**config.mk**
```make
export PLATFORM = sky130hd
export DESIGN_NAME = fpx_host_if
export DESIGN_NICKNAME = d
export VERILOG_FILES = /design/src/rtl/fhi_pkg.sv /design/src/rtl/fhi_decode.sv /design/src/rtl/fhi_cmd_regs.sv /design/src/rtl/fhi_flags.sv /design/src/rtl/fpx_host_if.sv
export SDC_FILE = /design/constraint.sdc
export NUM_CORES = 1
export LEC_CHECK = 0
export BUFFER_PORTS_ARGS = -buffer_cell sky130_fd_sc_hd__buf_2
export CORE_MARGIN = 3
export CORE_UTILIZATION = 46
export DETAILED_ROUTE_END_ITERATION = 8
export GPL_TIMING_DRIVEN = 0
export PLACE_DENSITY = 0.79
export RECOVER_POWER = 50
export SLEW_MARGIN = 40
export SYNTH_ARGS = -nofsm -noshare
export SYNTH_HDL_FRONTEND = slang
export SYNTH_SLANG_ARGS = --single-unit
```
**constraint.sdc**
```tcl
create_clock -name clk_i -period 1.6 [get_ports clk_i]
set_input_delay 0.48 -clock clk_i [delete_from_list [all_inputs] [get_ports clk_i]]
set_output_delay 0.48 -clock clk_i [all_outputs]
set_load 0.1 [all_outputs]
```
**src/rtl/fhi_pkg.sv**
```systemverilog
package fhi_pkg;
  localparam int unsigned FLAG_W   = 6;
  localparam int unsigned CAUSE_W  = 5;
  localparam int unsigned FIX_BIT  = 2;
  localparam int unsigned INTE_BIT = 3;

  typedef enum logic [2:0] {
    OP_NONE      = 3'd0,
    OP_SKIP_IRQ  = 3'd1,
    OP_CLEAR     = 3'd2,
    OP_LOAD_CMD  = 3'd3,
    OP_FORCE_EX  = 3'd4,
    OP_START     = 3'd5,
    OP_READ      = 3'd6,
    OP_SKIP_READ = 3'd7
  } hop_e;

  typedef struct packed {
    logic skip_irq;
    logic clear;
    logic load_cmd;
    logic force_exit;
    logic start;
    logic read;
    logic skip_read;
    logic ext_sel;
  } hop_hits_t;
endpackage

```
**src/rtl/fhi_decode.sv**
```systemverilog
module fhi_decode
  import fhi_pkg::*;
#(
  parameter int unsigned DEV_W    = 6,
  parameter logic [DEV_W-1:0] DEV_MAIN = 6'o55,
  parameter logic [DEV_W-1:0] DEV_AUX  = 6'o56
) (
  input  logic             valid_i,
  input  logic [DEV_W-1:0] dev_i,
  input  logic [2:0]       op_i,
  output hop_hits_t        hits_o
);
  localparam int unsigned N_OP = 8;

  logic main_sel, aux_sel;
  logic [N_OP-1:0] op_hit;

  assign main_sel = valid_i && (dev_i == DEV_MAIN);
  assign aux_sel  = valid_i && (dev_i == DEV_AUX);

  for (genvar k = 0; k < N_OP; k++) begin : g_op
    assign op_hit[k] = main_sel && (op_i == k[2:0]);
  end

  always_comb begin
    hits_o            = '0;
    hits_o.skip_irq   = op_hit[OP_SKIP_IRQ];
    hits_o.clear      = op_hit[OP_CLEAR];
    hits_o.load_cmd   = op_hit[OP_LOAD_CMD];
    hits_o.force_exit = op_hit[OP_FORCE_EX];
    hits_o.start      = op_hit[OP_START];
    hits_o.read       = op_hit[OP_READ];
    hits_o.skip_read  = op_hit[OP_SKIP_READ];
    hits_o.ext_sel    = aux_sel && (op_i == OP_SKIP_READ);
  end
endmodule

```
**src/rtl/fhi_cmd_regs.sv**
```systemverilog
module fhi_cmd_regs
  import fhi_pkg::*;
#(
  parameter int unsigned W          = 12,
  parameter int unsigned HI_W       = 3,
  parameter bit          EXT_FITTED = 1'b1
) (
  input  logic            clk_i,
  input  logic            rst_ni,
  input  hop_hits_t       hits_i,
  input  logic [W-1:0]    ac_i,
  input  logic            run_i,
  input  logic            pause_i,
  input  logic            irq_i,
  output logic [W-1:0]    cmd_o,
  output logic [HI_W-1:0] ptr_hi_o,
  output logic [W-1:0]    ptr_lo_o,
  output logic            ext_o,
  output logic            go_skip_o,
  output logic            start_o,
  output logic            resume_o,
  output logic            reset_o,
  output logic            ac_clr_o
);
  localparam logic [W-1:0] EXT_KEY = {1'b1, {(W-1){1'b0}}};

  logic acc_load, acc_start, acc_resume, acc_ext;

  assign acc_load   = hits_i.load_cmd && !run_i && !irq_i;
  assign acc_start  = hits_i.start && !run_i && !irq_i;
  assign acc_resume = hits_i.start && run_i && pause_i;
  assign go_skip_o  = acc_start || acc_resume;

  if (EXT_FITTED) begin : g_ext
    assign acc_ext = hits_i.ext_sel && (ac_i == EXT_KEY) && !run_i;
  end else begin : g_no_ext
    assign acc_ext = 1'b0;
  end

  always_ff @(posedge clk_i or negedge rst_ni) begin
    if (!rst_ni) begin
      cmd_o    <= '0;
      ptr_hi_o <= '0;
      ptr_lo_o <= '0;
      ext_o    <= 1'b0;
    end else if (hits_i.clear) begin
      cmd_o    <= '0;
      ptr_hi_o <= '0;
      ptr_lo_o <= '0;
      ext_o    <= 1'b0;
    end else begin
      if (acc_load) begin
        cmd_o    <= ac_i;
        ptr_hi_o <= ac_i[HI_W-1:0];
        ext_o    <= 1'b0;
      end else if (acc_ext) begin
        ext_o    <= 1'b1;
      end
      if (acc_start) ptr_lo_o <= ac_i;
    end
  end

  always_ff @(posedge clk_i or negedge rst_ni) begin
    if (!rst_ni) begin
      start_o  <= 1'b0;
      resume_o <= 1'b0;
      reset_o  <= 1'b0;
      ac_clr_o <= 1'b0;
    end else begin
      start_o  <= acc_start;
      resume_o <= acc_resume;
      reset_o  <= hits_i.clear;
      ac_clr_o <= acc_ext;
    end
  end
endmodule

```
**src/rtl/fhi_flags.sv**
```systemverilog
module fhi_flags
  import fhi_pkg::*;
(
  input  logic               clk_i,
  input  logic               rst_ni,
  input  hop_hits_t          hits_i,
  input  logic               exit_i,
  input  logic [CAUSE_W-1:0] cause_i,
  input  logic               by_instr_i,
  output logic               irq_o,
  output logic [FLAG_W-1:0]  flags_o,
  output logic               fx_pend_o,
  output logic               ack_o
);
  // flags_o = {unf, eovf, fovf, div0, forced, trap}
  logic forced_nxt;

  assign ack_o      = hits_i.skip_read && irq_o;
  assign forced_nxt = by_instr_i ? 1'b0 : (flags_o[1] || fx_pend_o);

  always_ff @(posedge clk_i or negedge rst_ni) begin
    if (!rst_ni) begin
      irq_o     <= 1'b0;
      flags_o   <= '0;
      fx_pend_o <= 1'b0;
    end else if (hits_i.clear) begin
      irq_o     <= 1'b0;
      flags_o   <= '0;
      fx_pend_o <= 1'b0;
    end else begin
      if (hits_i.force_exit) fx_pend_o <= 1'b1;
      if (ack_o) begin
        irq_o   <= 1'b0;
        flags_o <= '0;
      end
      if (exit_i) begin
        irq_o     <= 1'b1;
        flags_o   <= {flags_o[5:2] | cause_i[4:1], forced_nxt, flags_o[0] | cause_i[0]};
        fx_pend_o <= 1'b0;
      end
    end
  end
endmodule

```
**src/rtl/fpx_host_if.sv**
```systemverilog
module fpx_host_if
  import fhi_pkg::*;
#(
  parameter int unsigned W          = 12,
  parameter int unsigned HI_W       = 3,
  parameter int unsigned DEV_W      = 6,
  parameter logic [DEV_W-1:0] DEV_MAIN = 6'o55,
  parameter logic [DEV_W-1:0] DEV_AUX  = 6'o56,
  parameter bit          EXT_FITTED = 1'b1
) (
  input  logic             clk_i,
  input  logic             rst_ni,
  input  logic             iot_valid_i,
  input  logic [DEV_W-1:0] iot_dev_i,
  input  logic [2:0]       iot_op_i,
  input  logic [W-1:0]     ac_i,
  input  logic             core_run_i,
  input  logic             core_pause_i,
  input  logic             core_exit_i,
  input  logic [4:0]       exit_cause_i,
  input  logic             exit_by_instr_i,
  output logic             skip_o,
  output logic             rd_o,
  output logic [W-1:0]     status_o,
  output logic             ac_clr_o,
  output logic [W-1:0]     cmd_o,
  output logic [HI_W-1:0]  ptr_hi_o,
  output logic [W-1:0]     ptr_lo_o,
  output logic             ext_mode_o,
  output logic             start_o,
  output logic             resume_o,
  output logic             reset_o,
  output logic             fexit_req_o,
  output logic             host_int_o
);
  hop_hits_t         hits;
  logic              irq_q, go_skip, ack;
  logic [FLAG_W-1:0] flags;

  fhi_decode #(.DEV_W(DEV_W), .DEV_MAIN(DEV_MAIN), .DEV_AUX(DEV_AUX)) u_dec (
    .valid_i (iot_valid_i),
    .dev_i   (iot_dev_i),
    .op_i    (iot_op_i),
    .hits_o  (hits)
  );

  fhi_cmd_regs #(.W(W), .HI_W(HI_W), .EXT_FITTED(EXT_FITTED)) u_cmd (
    .clk_i     (clk_i),
    .rst_ni    (rst_ni),
    .hits_i    (hits),
    .ac_i      (ac_i),
    .run_i     (core_run_i),
    .pause_i   (core_pause_i),
    .irq_i     (irq_q),
    .cmd_o     (cmd_o),
    .ptr_hi_o  (ptr_hi_o),
    .ptr_lo_o  (ptr_lo_o),
    .ext_o     (ext_mode_o),
    .go_skip_o (go_skip),
    .start_o   (start_o),
    .resume_o  (resume_o),
    .reset_o   (reset_o),
    .ac_clr_o  (ac_clr_o)
  );

  fhi_flags u_flg (
    .clk_i      (clk_i),
    .rst_ni     (rst_ni),
    .hits_i     (hits),
    .exit_i     (core_exit_i),
    .cause_i    (exit_cause_i),
    .by_instr_i (exit_by_instr_i),
    .irq_o      (irq_q),
    .flags_o    (flags),
    .fx_pend_o  (fexit_req_o),
    .ack_o      (ack)
  );

  assign skip_o     = (hits.skip_irq && irq_q) || go_skip || ack;
  assign rd_o       = hits.read || ack;
  assign host_int_o = cmd_o[INTE_BIT] && irq_q;

  always_comb begin
    status_o      = '0;
    status_o[11]  = core_run_i;
    status_o[10]  = core_run_i && core_pause_i;
    status_o[9]   = ext_mode_o;
    status_o[6:1] = flags;
    status_o[0]   = cmd_o[FIX_BIT];
  end
endmodule

```
==> summary.log, run 1 <==
INFO  worst_setup_path critical_path_required=1.12ns
INFO  cells_and_area seqCellArea=933.4um^2
INFO  worst_setup_path cp_cell_sequence=clkbuf_8 > xnor2_1 > and2_1 > a31oi_2 > nor3_4 > buf_12
INFO  clock_network  clkTransAtPathRegs=0.07ns
INFO  cells_and_area finalNetCount=285
INFO  cells_and_area area.growth.synth_to_final=45.59%
INFO  synthesis      ys_warns=0
INFO  worst_setup_path worst_path_dominant_cell_family=simple AND/OR/NAND/NOR gates
INFO  clock_network  clock_sinks=37
INFO  worst_setup_path slowest_stage=sky130_fd_sc_hd__buf_12
INFO  timing         setup_slack=-0.2650ns
INFO  worst_setup_path timing.critical_path.from=iot_op_i[1]
INFO  detailed_routing wl_per_cell=14.44um
INFO  hold_path      holdCritPathClass=in -> async
INFO  flow_run       number_of_max_cap_violations=0
INFO  timing         maxSlewViolCount=0
INFO  detailed_routing drt_pass1_iterations=4
INFO  clock_network  clock_path_buffers=2
INFO  global_routing busiest_layer=met2
INFO  detailed_routing drc_errors=0
INFO  timing         report.final.hold_viol_count=0
INFO  worst_setup_path crit_path_end_kind=output port
INFO  global_routing grt_pass1_wl=6.927mm
INFO  global_routing gr-usage-met1=0.2767
INFO  global_routing grt_max_degree=38
INFO  worst_setup_path cp_num_cells=6
INFO  floorplanning  placementRows=21
INFO  worst_setup_path reg2reg_depth=5
INFO  timing         finalCriticalPeriod=1.865ns
INFO  clock_network  total_number_of_h_tree_levels=2
INFO  timing         setup_total_negative_slack=-0.8567ns
INFO  clock_network  numCtsBuffers=5
INFO  worst_setup_path r2r-start=u_flg.irq_o
INFO  detailed_routing route.vias.total=1,527
INFO  synthesis      synthTopCellsByArea=sky130_fd_sc_hd__dfrtp_1, sky130_fd_sc_hd__mux2i_1, sky130_fd_sc_hd__a22o_1
INFO  timing         timing.final.setup_violations=11
INFO  global_routing grt.total_usage=0.2118
INFO  synthesis      synth_sequential_area_ratio=0.5441
INFO  clock_network  cts_hold_buf=0
INFO  synthesis      yosys.area.top_type_share=0.5441
INFO  detailed_routing detail_route.iter0.violations=128
INFO  timing         unrepaired_setup_endpoints_after_global_routing=true
INFO  synthesis      synth_top_cell_by_area=sky130_fd_sc_hd__dfrtp_1
INFO  detailed_routing vias_cell=5.107
INFO  worst_setup_path critical_path.max_fanout=8
INFO  cells_and_area antennaDiodeCount=0
INFO  synthesis      syn_area_per_cell=10.57um^2
INFO  floorplanning  start_util=0.4944
INFO  synthesis      yosysUniqueCellTypes=35
INFO  global_routing grt_util_met2=0.3379
INFO  global_routing gr-usage-met3=0.06071
INFO  timing         fin_skew=0.002046ns
INFO  placed_design  place.gp.congestion=0.8590
INFO  detailed_routing drtAntennaViolNets=0
INFO  global_routing overflow=0
INFO  floorplanning  fp.dieH=66.82um
INFO  pwr            vdd.ir_drop.worst=0.3781mV
INFO  worst_setup_path cp_num_buf_inv=2
INFO  global_routing antenna_found_initial=0
INFO  synthesis      synth_edf_count=0
INFO  floorplanning  floorplan.die_area=0.004465mm^2
INFO  detailed_routing totalWireLength=4.319mm
INFO  worst_setup_path reg2reg_capture_point=u_cmd.ptr_lo_o[7]
INFO  floorplanning  core_region_area=0.003442mm^2
INFO  cells_and_area nFillCells=258
INFO  synthesis      syn-instance-count=161
INFO  worst_setup_path slowest_delay=0.21ns
INFO  worst_setup_path worstPathArrival=1.38ns
INFO  synthesis      ys_dominant_reg_cell=sky130_fd_sc_hd__dfrtp_1
INFO  worst_setup_path r2r_slack=0.14ns
INFO  clock_network  clk-insertion-delay-late=0.28ns
INFO  timing         worst-slew-pin-transition=0.8852ns
INFO  cells_and_area layout-drive-gt1-share=0.5099
INFO  cells_and_area area_occupied_by_multi_input_gates=689.4um^2
INFO  outcome        status=finished, violations left
INFO  cells_and_area finish.cell_count_without_fillers=299
INFO  worst_setup_path worstSetupPathType=in -> out
INFO  timing         slew_headroom=0.4099
INFO  pwr            leakagePower=1.247nW
INFO  floorplanning  die_w=66.82um
INFO  clock_network  cts_tree=built
INFO  pwr            powerDensity=787.6mW/mm^2
INFO  timing         upper_clock_frequency_limit=0.5362GHz
INFO  timing         layout_worst_path_cycle_share=1.166
INFO  synthesis      ys_ff_latch=37
INFO  worst_setup_path worst_setup_path_endpoint=skip_o
INFO  clock_network  clk_root_buffer_cell=sky130_fd_sc_hd__clkbuf_8
INFO  placed_design  buffer_ports.inserted=76
INFO  synthesis      syn-cell-area=0.001702mm^2
INFO  placed_design  detailed_place_hpwl=3.121mm
INFO  global_routing grt_pass1_vias=1,461
INFO  placed_design  detailedPlace.worstSlack=-0.5977ns
INFO  outcome        violations=setup timing
INFO  placed_design  post-place-cells=284
INFO  synthesis      synthArstFlopShare=1.000
INFO  worst_setup_path cp-start-kind=primary input
INFO  floorplanning  io-pin-count=81
## placed cells by master, fill, tap and decap left out, types with 2 or more instances in the layout
cell type                  instances
sky130_fd_sc_hd__o21ai_1           2
sky130_fd_sc_hd__nor4_1            3
sky130_fd_sc_hd__nor2_1           12
sky130_fd_sc_hd__buf_6             7
sky130_fd_sc_hd__clkbuf_8          6
sky130_fd_sc_hd__nor4_4            2
sky130_fd_sc_hd__buf_2            58
sky130_fd_sc_hd__a22o_1           11
sky130_fd_sc_hd__dfrtp_2           6
sky130_fd_sc_hd__a21oi_1           6
sky130_fd_sc_hd__nand4_1           2
sky130_fd_sc_hd__nor3_1            2
sky130_fd_sc_hd__clkbuf_1          3
sky130_fd_sc_hd__buf_4            21
sky130_fd_sc_hd__conb_1            2
sky130_fd_sc_hd__clkinv_2          2
sky130_fd_sc_hd__clkbuf_4          5
sky130_fd_sc_hd__inv_1            15
sky130_fd_sc_hd__dfrtp_1          31
sky130_fd_sc_hd__nor3_4            2
sky130_fd_sc_hd__nand2_1          16
sky130_fd_sc_hd__buf_12            3
sky130_fd_sc_hd__mux2i_1          12
## worst min-delay path by stage
stage	startpoint	endpoint	slack, ns	cells past startpoint
finish	rst_ni	u_cmd.cmd_o[9]	0.30	1
CTS	rst_ni	u_cmd.cmd_o[10]	0.29	1
detailed placement	u_cmd.ptr_lo_o[6]	u_cmd.ptr_lo_o[6]	0.48	1
global placement	u_cmd.ptr_lo_o[0]	u_cmd.ptr_lo_o[0]	0.49	1
floorplan	rst_ni	u_cmd.ac_clr_o	0.18	0
global route	exit_by_instr_i	u_flg.flags_o[1]	0.37	2
## flip-flops by register name, summed over array words and instances (netlist names)
| name | cells |
|---|---|
| u_flg.flags_o | 6 |
| u_flg.irq_o | 1 |
| u_cmd.start_o | 1 |
| u_flg.fx_pend_o | 1 |
| u_cmd.resume_o | 1 |
| u_cmd.ac_clr_o | 1 |
| u_cmd.reset_o | 1 |
| u_cmd.ptr_lo_o | 12 |
| u_cmd.ptr_hi_o | 2 |
| u_cmd.cmd_o | 10 |
| u_cmd.ext_o | 1 |
## cells by family after synthesis
family	Yosys count	synth area share
AO/OA/AOI/OAI	27	0.1147
XOR/XNOR	1	0.005148
buffers and inverters	31	0.09705
flip-flops	37	0.5441
multiplexers	12	0.07059
other	1	0.002204
AND/OR/NAND/NOR	52	0.1662
## layer usage
| layer | routed length [um] | up-vias |
|---|---|---|
| met5 | 0 | - |
| met4 | 54 | 0 |
| met3 | 435 | 8 |
| met2 | 2018 | 95 |
| met1 | 1811 | 704 |
| li1 | - | 720 |
## where the power goes
part	switching, mW	leakage, nW	total [mW]	internal [mW]
combinational	0.287	0.779	0.385	0.0973
clock	0.308	0.0450	0.610	0.301
sequential	0.00786	0.423	0.957	0.949
total	0.603	1.25	1.95	1.35
## cell type report
class / instances / share of cell area
flip-flops and latches: 37 / 0.3768
multi-input cells: 94 / 0.2783
repair buffers: 83 / 0.2146
plain buffers: 15 / 0.04798
clock buffers: 6 / 0.02929
inverters: 16 / 0.02576
well taps: 46 / 0.02323
clock inverters: 2 / 0.004040
## synthesized netlist by cell type, drive strengths merged, types with 2 or more instances
master  count
buf        11
and3        2
nor4        5
a21oi       7
a31oi       2
mux2i      12
nor2       13
a22o       12
and2        2
dfrtp      37
nor3        4
nand4       2
clkbuf      4
nand2      17
o21ai       3
inv        16
## metrics by stage
stage	power [mW]	hold slack [ns]	cell area, um^2	util
2_1_floorplan	1.230	0.1844	1754	-
3_3_place_gp	1.329	0.4854	2192	0.6369
3_5_place_dp	1.332	0.4823	2192	0.6369
4_1_cts	1.956	0.2922	2427	0.7052
5_1_grt	2.027	0.3743	2477	0.7197
6_report	1.951	0.3017	2477	0.7197
## worst register-to-register path, cell delays in order, from the launching register on
cell	delay, ns
sky130_fd_sc_hd__dfrtp_2	0.43
sky130_fd_sc_hd__buf_6	0.13
sky130_fd_sc_hd__nor4_1	0.23
sky130_fd_sc_hd__o21ai_1	0.14
sky130_fd_sc_hd__clkbuf_4	0.21
sky130_fd_sc_hd__a22o_2	0.22
## repair_timing
action	in CTS	in global routing
gates resized for setup	32	13
setup endpoints to repair	22	36
gates cloned	1	0
buffers inserted	6	0
pin swaps	3	2
Note: power is estimated with default switching activity, not from simulation.
==> run 2: changes to the inputs <==
--- a/config.mk
+++ b/config.mk
@@ -8,6 +8,7 @@
 export BUFFER_PORTS_ARGS = -buffer_cell sky130_fd_sc_hd__buf_2
 export CORE_MARGIN = 3
 export CORE_UTILIZATION = 46
+export CTS_CLUSTER_DIAMETER = 200
 export DETAILED_ROUTE_END_ITERATION = 8
 export GPL_TIMING_DRIVEN = 0
 export PLACE_DENSITY = 0.79
@@ -15,4 +16,5 @@
 export SLEW_MARGIN = 40
 export SYNTH_ARGS = -nofsm -noshare
 export SYNTH_HDL_FRONTEND = slang
+export SYNTH_HIERARCHICAL = 1
 export SYNTH_SLANG_ARGS = --single-unit
==> run 2 against run 1 <==
  * The run still ends with setup timing left
  * Global-route usage up 0.81 points
  * Combinational power down 46%
  * First-iteration DRC count down 38%
  * Clock-buffer cell count unchanged
  * Worst setup slack worse by 0.30 ns
  * Utilization up 4.9 points
  * Critical path type unchanged
  * Highest routed layer unchanged
==> summary.log, run 2 <==
INFO  cells_and_area layout.cells.most_common_list=sky130_fd_sc_hd__buf_2, sky130_fd_sc_hd__dfrtp_1, sky130_fd_sc_hd__buf_4
INFO  timing         layout_worst_path_cycle_share=1.350 [+0.1848]
INFO  detailed_routing drc_errors=0 [unchanged]
INFO  floorplanning  placementRows=21 [unchanged]
INFO  worst_setup_path cp-start-kind=primary input
INFO  synthesis      synth_top_cell_by_area=sky130_fd_sc_hd__dfrtp_1
INFO  cells_and_area final_core_util=0.7691 [+0.04933]
INFO  clock_network  total_number_of_h_tree_levels=2 [unchanged]
INFO  floorplanning  fp.dieH=67.40um [+0.87%]
INFO  timing         upper_clock_frequency_limit=0.4628GHz [-14%]
INFO  clock_network  clock_sinks=37 [unchanged]
INFO  worst_setup_path worstSetupPathType=in -> out
INFO  flow_run       number_of_max_cap_violations=0 [unchanged]
INFO  detailed_routing drt_pass1_iterations=4 [unchanged]
INFO  clock_network  clock_path_buffers=2 [unchanged]
INFO  detailed_routing drtAntennaViolNets=0 [unchanged]
INFO  synthesis      ys_dominant_reg_cell=sky130_fd_sc_hd__dfrtp_1
INFO  floorplanning  core_region_area=0.003495mm^2 [+1.5%]
INFO  synthesis      post_synth_most_frequent_cells=sky130_fd_sc_hd__dfrtp_1, sky130_fd_sc_hd__nor2_1, sky130_fd_sc_hd__a22o_1, sky130_fd_sc_hd__mux2i_1, sky130_fd_sc_hd__buf_4
INFO  cells_and_area finalNetCount=282 [-1.1%]
INFO  clock_network  numCtsBuffers=5 [unchanged]
INFO  floorplanning  start_util=0.4962 [+0.001875]
INFO  global_routing grt_pass1_wl=7.314mm [+5.6%]
INFO  clock_network  clkTransAtPathRegs=0.07ns [about the same]
INFO  pwr            power_switching=446.7uW [-26%]
INFO  synthesis      yosys.area.top_type_share=0.5339 [-0.01021]
INFO  pwr            powerDensity=652.1mW/mm^2 [-17%]
INFO  timing         worst-slew-pin-transition=0.8916ns [+0.006347 ns]
INFO  global_routing antenna_found_initial=0 [unchanged]
INFO  synthesis      syn_area_per_cell=11.96um^2 [+13%]
INFO  global_routing grt_pass1_vias=1,452 [-0.62%]
INFO  cells_and_area nFillCells=244 [-5.4%]
INFO  cells_and_area final_cell_area=0.002688mm^2 [+8.5%]
INFO  cells_and_area layout-drive-gt1-share=0.5783 [+0.06843]
INFO  pwr            sw_frac_of_total=0.2549 [-0.05432]
INFO  cells_and_area antennaDiodeCount=0 [unchanged]
INFO  pwr            pwr-share-clk=0.346 [+0.034]
INFO  placed_design  detailed_place_hpwl=3.173mm [+1.7%]
INFO  cells_and_area largest_registers=u_cmd/cmd_o: 12 flops, u_cmd/ptr_lo_o: 12 flops, u_flg/flags_o: 6 flops
INFO  detailed_routing vias_cell=5.295 [+3.7%]
INFO  timing         unrepaired_setup_endpoints_after_global_routing=true
INFO  global_routing overflow=0 [unchanged]
INFO  placed_design  buffer_ports.inserted=78 [+2.6%]
INFO  synthesis      synth_sequential_area_ratio=0.5339 [-0.01021]
INFO  worst_setup_path r2r-start=u_flg/irq_o
INFO  floorplanning  floorplan.die_area=0.004543mm^2 [+1.7%]
INFO  pwr            leakagePower=1.424nW [+14%]
INFO  global_routing grt_max_degree=38 [unchanged]
INFO  synthesis      synth_edf_count=0 [unchanged]
INFO  timing         slew_headroom=0.4056 [-0.004232]
INFO  timing         timing.final.setup_violations=14 [+3]
INFO  detailed_routing wl_per_cell=17.65um [+22%]
INFO  synthesis      syn-instance-count=145 [-9.9%]
INFO  synthesis      ys_ff_latch=37 [unchanged]
INFO  pwr            vdd.ir_drop.worst=0.4627mV [+22%]
INFO  cells_and_area area_occupied_by_multi_input_gates=823.3um^2 [+19%]
INFO  clock_network  clk-insertion-delay-late=0.28ns [about the same]
INFO  worst_setup_path worstPathArrival=1.68ns [+0.30 ns]
INFO  pwr            power.internal=1.306mW [-3.1%]
INFO  pwr            combinationalPowerShare=0.119 [-0.078]
INFO  synthesis      synthTopCellsByArea=sky130_fd_sc_hd__dfrtp_1, sky130_fd_sc_hd__mux2i_1, sky130_fd_sc_hd__a22o_1
INFO  clock_network  cts_tree=built
INFO  timing         setup_slack=-0.5607ns [-0.2958 ns]
INFO  synthesis      yosysUniqueCellTypes=36 [+2.9%]
INFO  hold_path      holdCritPathClass=in -> async
INFO  detailed_routing totalWireLength=5.206mm [+21%]
INFO  detailed_routing detail_route.iter0.violations=80 [-38%]
INFO  cells_and_area seqCellArea=933.4um^2 [unchanged]
INFO  worst_setup_path crit_path_end_kind=output port
INFO  floorplanning  io-pin-count=81 [unchanged]
INFO  cells_and_area area.growth.synth_to_final=54.98%
INFO  placed_design  dpl_cell_area=0.002217mm^2 [+1.1%]
INFO  worst_setup_path timing.critical_path.from=iot_dev_i[0]
INFO  synthesis      syn-cell-area=0.001734mm^2 [+1.9%]
INFO  worst_setup_path critical_path_required=1.12ns [about the same]
INFO  timing         maxSlewViolCount=0 [unchanged]
INFO  global_routing grt.total_usage=0.2199 [+0.008094]
INFO  floorplanning  die_w=67.40um [+0.87%]
INFO  timing         finalCriticalPeriod=2.161ns [+0.2958 ns]
INFO  timing         timing.hold.ws=0.3058ns [+0.004081 ns]
INFO  timing         setup_total_negative_slack=-1.926ns [-1.070 ns]
INFO  placed_design  place.gp.congestion=0.7558 [-12%]
INFO  timing         report.final.hold_viol_count=0 [unchanged]
INFO  synthesis      synthMostInstantiatedCell=sky130_fd_sc_hd__dfrtp_1
INFO  outcome        status=finished, violations left
INFO  cells_and_area mostFrequentLayoutCell=sky130_fd_sc_hd__buf_2
INFO  worst_setup_path critical_path.max_fanout=2 [-6]
INFO  outcome        violations=setup timing
INFO  clock_network  clk_root_buffer_cell=sky130_fd_sc_hd__clkbuf_8
INFO  timing         fin_skew=0.007894ns [+0.005848 ns]
INFO  detailed_routing route.vias.total=1,562 [+2.3%]
INFO  synthesis      ys_warns=6 [+6]
INFO  synthesis      synthArstFlopShare=1.000 [unchanged]
INFO  pwr            seq_power_share=0.535 [+0.045]
## run 2: routing by layer
metal	wire (um)	GRT usage	part of all wire
met1	2106	0.2818	0.40
met2	2676	0.3656	0.51
met4	55	0.06582	0.011
met5	0	0	0
met3	368	0.05657	0.071
## run 2: critical path, cell delays in order
cell,delay [ns]
sky130_fd_sc_hd__buf_2,0.13
sky130_fd_sc_hd__nand4b_4,0.12
sky130_fd_sc_hd__nor3_4,0.06
sky130_fd_sc_hd__and3_2,0.20
sky130_fd_sc_hd__or2_1,0.24
sky130_fd_sc_hd__a211o_4,0.29
sky130_fd_sc_hd__buf_12,0.17
## run 2: cells by family after synthesis
logic type	Yosys count	share of synthesized area
compound gates	24	0.1061
buf+inv	15	0.05987
flops	37	0.5339
mux	12	0.06927
other cells	1	0.002162
simple gates	56	0.2287
## run 2: path summary, 6_finish.rpt
check | to | slack (ns) | cells past startpoint
worst max-delay path | skip_o | -0.56 | 7
worst min-delay path | u_cmd/ac_clr_o | 0.31 | 1
worst max register to register | u_cmd/cmd_o[7] | -0.04 | 7
worst min register to register | u_cmd/cmd_o[6] | 0.50 | 1
max in group asynchronous | u_cmd/cmd_o[0] | 0.68 | 1
min in group clk_i | u_cmd/cmd_o[11] | 0.45 | 2
## run 2: per-stage QoR
step                      setup WS (ns)  cells  power [mW]
after global placement           -1.129    270       1.123
after detailed placement         -1.154    270       1.125
after CTS                       -0.5882    290       1.736
after floorplan                 -0.6610    146       1.039
after global routing            -0.6117    295       1.822
final                           -0.5607    295       1.753
## run 2: final cells by class
type	instances	area share
plain buffers	13	0.03817
repair buffers	97	0.2565
multi-input cells	94	0.3063
clock inverters	1	0.001862
clock buffers	6	0.02700
inverters	1	0.001397
well taps	46	0.02142
flip-flops and latches	37	0.3473
## run 2: timing repair
action                     CTS  global route
pin swaps                    6            17
gates resized for setup     42            30
setup endpoints to repair   41            40
buffers inserted            13             4
gates cloned                 0             2
hold buffers                 0             0
## run 2: power groups by stage
stage / sequential, mW / combinational (mW) / clock, mW
floorplan: 0.964 / 0.0745 / 0
global placement: 0.955 / 0.168 / 0
detailed placement: 0.955 / 0.170 / 0
CTS: 0.937 / 0.191 / 0.608
global route: 0.937 / 0.223 / 0.662
finish: 0.937 / 0.209 / 0.607
